[config.mk]
export PLATFORM = sky130hd
export DESIGN_NAME = assoc_lookup
export DESIGN_NICKNAME = d
export VERILOG_FILES = /design/src/rtl/assoc_lookup_pkg.sv /design/src/rtl/assoc_age_timer.sv /design/src/rtl/assoc_tag_match.sv /design/src/rtl/assoc_victim_pick.sv /design/src/rtl/assoc_lookup.sv
export SDC_FILE = /design/constraint.sdc
export NUM_CORES = 1
export LEC_CHECK = 0
export BUFFER_PORTS_ARGS = -buffer_cell sky130_fd_sc_hd__buf_2
export CAP_MARGIN = 25
export CORE_AREA = 2 2 234 236
export CTS_BUF_LIST = sky130_fd_sc_hd__clkbuf_16
export CTS_CLUSTER_DIAMETER = 80
export DETAILED_ROUTE_END_ITERATION = 8
export DIE_AREA = 0 0 236 238
export PLACE_DENSITY_LB_ADDON = 0.3
export SYNTH_ARGS = -nofsm -noshare
export SYNTH_HDL_FRONTEND = slang
export SYNTH_SLANG_ARGS = --single-unit
[constraint.sdc]
create_clock -name clk -period 7.1 [get_ports clk]
set_input_delay 1.065 -clock clk [delete_from_list [all_inputs] [get_ports clk]]
set_output_delay 1.065 -clock clk [all_outputs]
set_load 0.005 [all_outputs]
[src/rtl/assoc_lookup_pkg.sv]
package assoc_lookup_pkg;
  localparam int unsigned DFLT_WAYS      = 4;
  localparam int unsigned DFLT_SETS      = 16;
  localparam int unsigned DFLT_TAG_W     = 8;
  localparam int unsigned DFLT_REF_W     = 2;
  localparam int unsigned DFLT_AGE_CYCLES = 64;
endpackage

[src/rtl/assoc_age_timer.sv]
module assoc_age_timer #(
  parameter int unsigned AGE_CYCLES = 64
) (
  input  logic clk,
  input  logic rst_n,
  output logic age_tick
);
  localparam int unsigned CNT_W = (AGE_CYCLES > 2) ? $clog2(AGE_CYCLES) : 1;

  logic [CNT_W-1:0] cnt_q, cnt_d;

  always_comb begin
    age_tick = (cnt_q == CNT_W'(AGE_CYCLES - 1));
    cnt_d    = age_tick ? '0 : cnt_q + CNT_W'(1);
  end

  always_ff @(posedge clk or negedge rst_n) begin
    if (!rst_n) cnt_q <= '0;
    else        cnt_q <= cnt_d;
  end
endmodule

[src/rtl/assoc_tag_match.sv]
module assoc_tag_match #(
  parameter int unsigned WAYS  = 4,
  parameter int unsigned TAG_W = 8,
  parameter int unsigned WAY_W = 2
) (
  input  logic [WAYS-1:0][TAG_W-1:0] way_tag,
  input  logic [WAYS-1:0]            way_vld,
  input  logic [TAG_W-1:0]           probe_tag,
  input  logic                       probe_en,
  output logic                       match,
  output logic [WAY_W-1:0]           match_way
);
  logic [WAYS-1:0] eq;

  for (genvar w = 0; w < WAYS; w++) begin : g_cmp
    assign eq[w] = way_vld[w] && (way_tag[w] == probe_tag);
  end

  always_comb begin
    match_way = '0;
    for (int w = WAYS - 1; w >= 0; w--) begin
      if (eq[w]) match_way = WAY_W'(w);
    end
    match = probe_en && (|eq);
  end
endmodule

[src/rtl/assoc_victim_pick.sv]
module assoc_victim_pick #(
  parameter int unsigned WAYS  = 4,
  parameter int unsigned REF_W = 2,
  parameter int unsigned WAY_W = 2
) (
  input  logic [WAYS-1:0]            way_vld,
  input  logic [WAYS-1:0][REF_W-1:0] way_ref,
  output logic [WAY_W-1:0]           victim
);
  logic             free_any;
  logic [WAY_W-1:0] free_way;
  logic [WAY_W-1:0] min_way;
  logic [REF_W-1:0] min_ref;

  always_comb begin
    free_any = 1'b0;
    free_way = '0;
    for (int w = WAYS - 1; w >= 0; w--) begin
      if (!way_vld[w]) begin
        free_any = 1'b1;
        free_way = WAY_W'(w);
      end
    end
    min_way = '0;
    min_ref = way_ref[0];
    for (int w = 1; w < WAYS; w++) begin
      if (way_ref[w] < min_ref) begin
        min_ref = way_ref[w];
        min_way = WAY_W'(w);
      end
    end
    victim = free_any ? free_way : min_way;
  end
endmodule

[src/rtl/assoc_lookup.sv]
module assoc_lookup
  import assoc_lookup_pkg::*;
#(
  parameter int unsigned WAYS       = DFLT_WAYS,
  parameter int unsigned SETS       = DFLT_SETS,
  parameter int unsigned TAG_W      = DFLT_TAG_W,
  parameter int unsigned REF_W      = DFLT_REF_W,
  parameter int unsigned AGE_CYCLES = DFLT_AGE_CYCLES,
  localparam int unsigned WAY_W     = (WAYS > 1) ? $clog2(WAYS) : 1,
  localparam int unsigned IDX_W     = (SETS > 1) ? $clog2(SETS) : 1
) (
  input  logic             clk,
  input  logic             rst_n,
  input  logic             req_valid,
  input  logic [IDX_W-1:0] req_index,
  input  logic [TAG_W-1:0] req_tag,
  input  logic             fill_valid,
  input  logic [IDX_W-1:0] fill_index,
  input  logic [WAY_W-1:0] fill_way,
  input  logic [TAG_W-1:0] fill_tag,
  output logic             hit,
  output logic [WAY_W-1:0] hit_way,
  output logic [WAY_W-1:0] victim_way
);
  localparam logic [REF_W-1:0] REF_MAX = '1;

  logic [SETS-1:0][WAYS-1:0][TAG_W-1:0] tag_q, tag_d;
  logic [SETS-1:0][WAYS-1:0]            vld_q, vld_d;
  logic [SETS-1:0][WAYS-1:0][REF_W-1:0] ref_q, ref_d;
  logic                                 age_tick;
  logic                                 state_en;

  assoc_age_timer #(.AGE_CYCLES(AGE_CYCLES)) u_timer (
    .clk      (clk),
    .rst_n    (rst_n),
    .age_tick (age_tick)
  );

  assoc_tag_match #(.WAYS(WAYS), .TAG_W(TAG_W), .WAY_W(WAY_W)) u_match (
    .way_tag   (tag_q[req_index]),
    .way_vld   (vld_q[req_index]),
    .probe_tag (req_tag),
    .probe_en  (req_valid),
    .match     (hit),
    .match_way (hit_way)
  );

  assoc_victim_pick #(.WAYS(WAYS), .REF_W(REF_W), .WAY_W(WAY_W)) u_pick (
    .way_vld (vld_q[req_index]),
    .way_ref (ref_q[req_index]),
    .victim  (victim_way)
  );

  // Next state: decay first, then accesses override the decayed value.
  always_comb begin
    tag_d = tag_q;
    vld_d = vld_q;
    ref_d = ref_q;
    if (age_tick) begin
      for (int s = 0; s < SETS; s++) begin
        for (int w = 0; w < WAYS; w++) begin
          if (ref_q[s][w] != '0) ref_d[s][w] = ref_q[s][w] - REF_W'(1);
        end
      end
    end
    if (hit) ref_d[req_index][hit_way] = REF_MAX;
    if (fill_valid) begin
      tag_d[fill_index][fill_way] = fill_tag;
      vld_d[fill_index][fill_way] = 1'b1;
      ref_d[fill_index][fill_way] = REF_MAX;
    end
    state_en = age_tick | hit | fill_valid;
  end

  always_ff @(posedge clk or negedge rst_n) begin
    if (!rst_n) begin
      tag_q <= '0;
      vld_q <= '0;
      ref_q <= '0;
    end else if (state_en) begin
      tag_q <= tag_d;
      vld_q <= vld_d;
      ref_q <= ref_d;
    end
  end
endmodule

# After elaboration in Yosys (flattened, before gate mapping)
# Cells that the tools add are included.
# word_totals
word_cells	415
inputBits	30
reg_bits	710
output_inout_bits	5
# op_classes
mux	109
addsub	65
bitwise_logic	5
n_reduce_logical	75
order_cmp	11
eq_ne	5
# op_table
cell	count
$bwmux W512	1
$mux W128	3
$or A128 B128 Y128	2
$mux W2	79
$bmux W32 S4	1
$demux W32 S4	1
$reduce_bool A2 Y1	64
$sub A2 B1 Y2 const B	64
$demux W8 S4	2
$mux W32	2
$or A64 B64 Y64	1
$bmux W8 S4	1
$eq A8 B8 Y1	4
$mux W8	4
$bmux W4 S4	1
$demux W4 S4	1
$demux W8 S2	1
$lt A4 B5 Y1 const B	2
$logic_and A1 B1 Y1	9
$demux W2 S2	2
$ge A4 B1 Y1 const B	2
$mux W4	2
$add A6 B1 Y6 const B	1
$eq A6 B6 Y1 const B	1
other kinds (9)	19

# Logic depth before layout (Yosys ltp)
# depth
depth_word	18
mapped_depth	20
ltp_nobuf	11

# Modules after synthesis
# A second synthesis with hierarchy kept.
# unflattened
hier_cells	2343
hier_area_um2	33304.4
# by_module_without_submodules
module	area_each_um2	instances	seq_area_each_um2	cells_each
assoc_lookup	32448.6	1	17616.9	2242
assoc_tag_match	421.7	1	0.0	58
assoc_age_timer	242.7	1	150.1	20
assoc_victim_pick	191.4	1	0.0	23

# Worst setup path before layout
# OpenSTA, ideal clock, no wires.
# synth_path
path_kind	input to output
start	input req_index[0]
end	output victim_way[0]
stages	16
n_path_buf	7
setup_slack_ns	1.164
t_arrival_ns	4.871
cell_sequence	buf_2 -> buf_2 -> buf_4 -> buf_4 -> buf_4 -> buf_4 -> buf_2 -> mux4_2 -> mux4_2 -> ha_1 -> ha_1 -> nor2b_1 -> a211o_1 -> a311oi_1 -> o21ai_0 -> nand2_1
# synth_via
elab_chain_cells	9
elab_cells_between_ends	21
# synth_lines
element	line_no	text
from (decl)	assoc_lookup.sv:15	input logic [IDX_W-1:0] req_index,
$bmux W8 S4	assoc_lookup.sv:50	.way_ref (ref_q[req_index]),
$mux W8 (implied by the code)	assoc_lookup.sv:50	
$lt A2 B2 Y1	assoc_victim_pick.sv:27	if (way_ref[w] < min_ref) begin
$mux W2	assoc_victim_pick.sv:27	
$lt A2 B2 Y1	assoc_victim_pick.sv:27	
$mux W2	assoc_victim_pick.sv:27	
$lt A2 B2 Y1	assoc_victim_pick.sv:27	
$mux W2	assoc_victim_pick.sv:27	
$mux W2 *	assoc_victim_pick.sv:32	victim = free_any ? free_way : min_way;
to (decl)	assoc_lookup.sv:23	output logic [WAY_W-1:0] victim_way
# Mark *: on every way between the ends. The rest lies on a longest branch, timed or not. The select of a mux whose other input is x is not followed.

# Worst setup path in the final report
# layout_path
start	input req_index[0]
end	output hit
# layout_via
elab_chain_cells	6
elab_cells_between_ends	14
# layout_lines
element	line_no	text
$bmux W32 S4	assoc_lookup.sv:40	.way_tag (tag_q[req_index]),
$mux W32 (implied by the code)	assoc_lookup.sv:40	
$eq A8 B8 Y1	assoc_tag_match.sv:16	assign eq[w] = way_vld[w] && (way_tag[w] == probe_tag);
$logic_and A1 B1 Y1	assoc_tag_match.sv:16	
$reduce_or A4 Y1 *	assoc_tag_match.sv:24	match = probe_en && (|eq);
$logic_and A1 B1 Y1 *	assoc_tag_match.sv:24	
to (decl)	assoc_lookup.sv:21	output logic hit,
# Marked as above.

==> key figures <==
GRT
  • Remaining Overflow, GRT: 0
  • Gr usage total: roughly 33%
  • GR peak layer: met2
  • Met1 Use GR: 47.50%
  • GRT met2 Usage: 49.43%
  • Via count of the first global-routing pass: 22430
  • Global-route wire length before repair: 138200 um
  • GR met3 Demand/Resource: 6.802%
  • Initial antenna violation count: 1
  • Largest net degree at the start of global routing: approximately 200

Layout
  • Final Core Density: 68.98%
  • Antenna Cells: 0
  • Area growth from synthesis to layout: 8.275%
  • Finished Layout Cells: around 3300
  • Layout cell share with drive strength beyond 1: 33.75%
  • Layout net count: about 2500

Synthesis
  • Yosys cell types: 62
  • Count leader, synth: dfrtp_1
  • Sequential area share after synthesis: between 50 and 60%
  • Asr flop ratio synth: 100.0%
  • Post-synthesis cell count: 2567
  • Commonest cells in the netlist: dfrtp_1 (710), mux2_2 (492), nand2_1 (210)
  • Synthesized net count: 2603
  • Dominant cell type by area after synthesis: dfrtp_1
  • Post-synth top area share: 52.13%
  • Ys flop type: dfrtp_1
  • Avg Synthesized Cell Area: 13.28 um2
  • Largest cells by area after synthesis: dfrtp_1 (52%), mux2_2 (16%), mux4_2 (9.9%)
  • Mapped cell area: 34080 um2
  • EDFF count, synth: 0
  • Total number of yosys warnings: 0
  • Yosys reg bits: approximately 700

Timing
  • Tmin final: 6012 ps
  • Final Setup Violations: 0
  • Slew margin rel.: between 20% and 30%
  • Max Clk Rate: 0.1663 GHz
  • Setup total negative slack: 0 ps
  • Clk_skew: 20.49 ps
  • Worst-margin pin slew: 1108 ps
  • Setup WS post-layout: 1088 ps
  • RSZ-0062 raised after global routing: no
  • Part of the cycle the worst path needs: a little over four fifths
  • Final Hold Vio Count: 0
  • Max Slew Vio Count: 0

Clock network
  • Cts hold-fix bufs: 0
  • CTS tree: done
  • H-tree levels: 3
  • Worst-path clk slew: 60 ps
  • Post-CTS resize count: 0
  • CTS Root Buffer Type: clkbuf_16
  • CTS max path bufs: 3
  • Setup Fix Bufs, Post-CTS: 0
  • # clock sinks: just over 700
  • Clock latency on the worst-skew pair: 630 ps
  • Cts bufs inserted: 75

Pwr
  • Switch Pwr: 2.475 mW
  • P_int: 7.413 mW
  • Switching Fraction: 25.03%
  • Cell Pwr Density: 268.0 nW/um2
  • Combinational power share: 13.0%
  • Sequential power share: between 40% and 50%
  • Maximum VDD drop: 0.2470 mV
  • Leakage dissipation: 16.35 nW
  • Clock share of power: 38.7%

Hold path
  • Hold Path Stages: 1
  • Hold Crit Class: reg2reg
  • Hold EP: vld_q[62]$_DFFE_PN0P_
  • Hold path startpoint: vld_q[62]$_DFFE_PN0P_

Detailed routing
  • Vias/cell: 6.790
  • First-pass DRT Iterations: 8
  • Antenna Violating Nets Remaining: 0
  • Initial DRC count: 2318
  • DR DRC count: 0
  • WL/cell: 27.36 um
  • Routed WL: 88940 um
  • Via count: 22069

Placement
  • Dpl cells: 3118
  • Number of port buffers: 34
  • GPL Wtd Cong: 0.9346
  • Dpl hpwl: 56500 um
  • Post-placement setup slack: 1275 ps

Status
  • Outcome: completed

Die
  • Core outline area: approximately 53000 um2
  • Die X-Extent: 236 um
  • IO Count: 35
  • Site Rows: 85
  • Die Ht: 238 um
  • Die Area: ~56000 um2
  • Starting Density: 63.71%

Setup path
  • Critical Path Start Type: input port
  • Reg2Reg Depth: 9
  • Critical R2R Capture: ref_q[108]$_DFFE_PN0N_
  • Required @ worst endpoint: 6030 ps
  • Crit path kind: in2out
  • Crit. End Element: primary output
  • R2R Setup Slk: 3620 ps
  • Worst-path fanout max: between 40 and 50
  • RR Startpoint: tag_q[211]$_DFFE_PN0P_
  • WP data arrival: 4950 ps

Job
  • Maxcap violations: 0
[power groups by stage]
stage	clock network, mW	registers, mW	logic [mW]
global placement	0	4.80	1.23
CTS	3.87	4.77	1.29
detailed placement	0	4.83	1.28
global route	4.04	4.82	1.39
floorplan	0	4.74	0.956
finish	3.82	4.78	1.29
[layout by cell type, fill, tap and decap left out, types with 36 or more instances in the layout]
| cell | instances |
|---|---|
| nand2_1 | 210 |
| nand2b_1 | 60 |
| a21oi_1 | 59 |
| buf_4 | 36 |
| nor2_1 | 93 |
| o211ai_1 | 90 |
| mux2i_1 | 94 |
| mux4_2 | 150 |
| mux2_2 | 492 |
| o21ai_0 | 70 |
| clkbuf_16 | 77 |
| dfrtp_1 | 710 |
[routing by layer]
metal | up-vias | wire length (um) | part of all wire (%)
li1 | 9238 | - | -
met1 | 11642 | 37500 | 42
met2 | 979 | 40640 | 46
met3 | 208 | 7481 | 8.4
met4 | 2 | 3293 | 3.7
met5 | - | 11 | 0.012
[critical path: stages]
cell	delay, ps
buf_6	520
buf_4	500
nor2_1	250
a22o_1	310
o21ai_0	160
nor4b_1	600
a31oi_1	130
nor4_1	750
nor2_1	240
a21boi_0	250
buf_2	140
[how the worst max path moves through the flow]
stage,depth (start not counted),to,start,slack (ps)
after floorplan,16,victim_way[0],req_index[0],1160
final,11,hit,req_index[0],1090
after detailed placement,11,hit,req_index[0],1280
after global placement,10,hit,req_index[1],1270
after CTS,11,hit,req_index[0],1240
after global routing,11,hit,req_index[0],940
[layout make-up]
cell class	instances	area, um2
clock inverters	51	425.4
multi-input cells	1623	15160
fillers	3607	16590
well taps	696	870.8
flip-flops and latches	710	17770
clock buffers	77	1927
inverters	10	37.54
repair buffers	83	716.9
[registers in the layout, summed over array words and instances, names as in the netlist]
name / flops
tag_q: 512
u_timer.cnt_q: 6
ref_q: 128
vld_q: 64
[through the flow]
| step | total power, mW | hold WS [ps] | instance area, um2 |
|---|---|---|---|
| 2_1_floorplan | 5.699 | 428.7 | 34080 |
| 3_3_place_gp | 6.024 | 443.6 | 34370 |
| 3_5_place_dp | 6.116 | 447.4 | 34500 |
| 4_1_cts | 9.925 | 464.9 | 36850 |
| 5_1_grt | 10.25 | 479.5 | 36900 |
| 6_report | 9.888 | 462.7 | 36900 |
[logic make-up after synthesis]
logic type,Yosys count,synth area share (%)
flip-flops,710,52.13
adder cells (fa/ha/maj),6,0.2203
buffers and inverters,234,3.440
multiplexers,744,29.50
AND/OR/NAND/NOR,505,7.148
AO/OA/AOI/OAI,321,6.333
XOR/XNOR,47,1.230
Power figures use the tool's default switching activity.
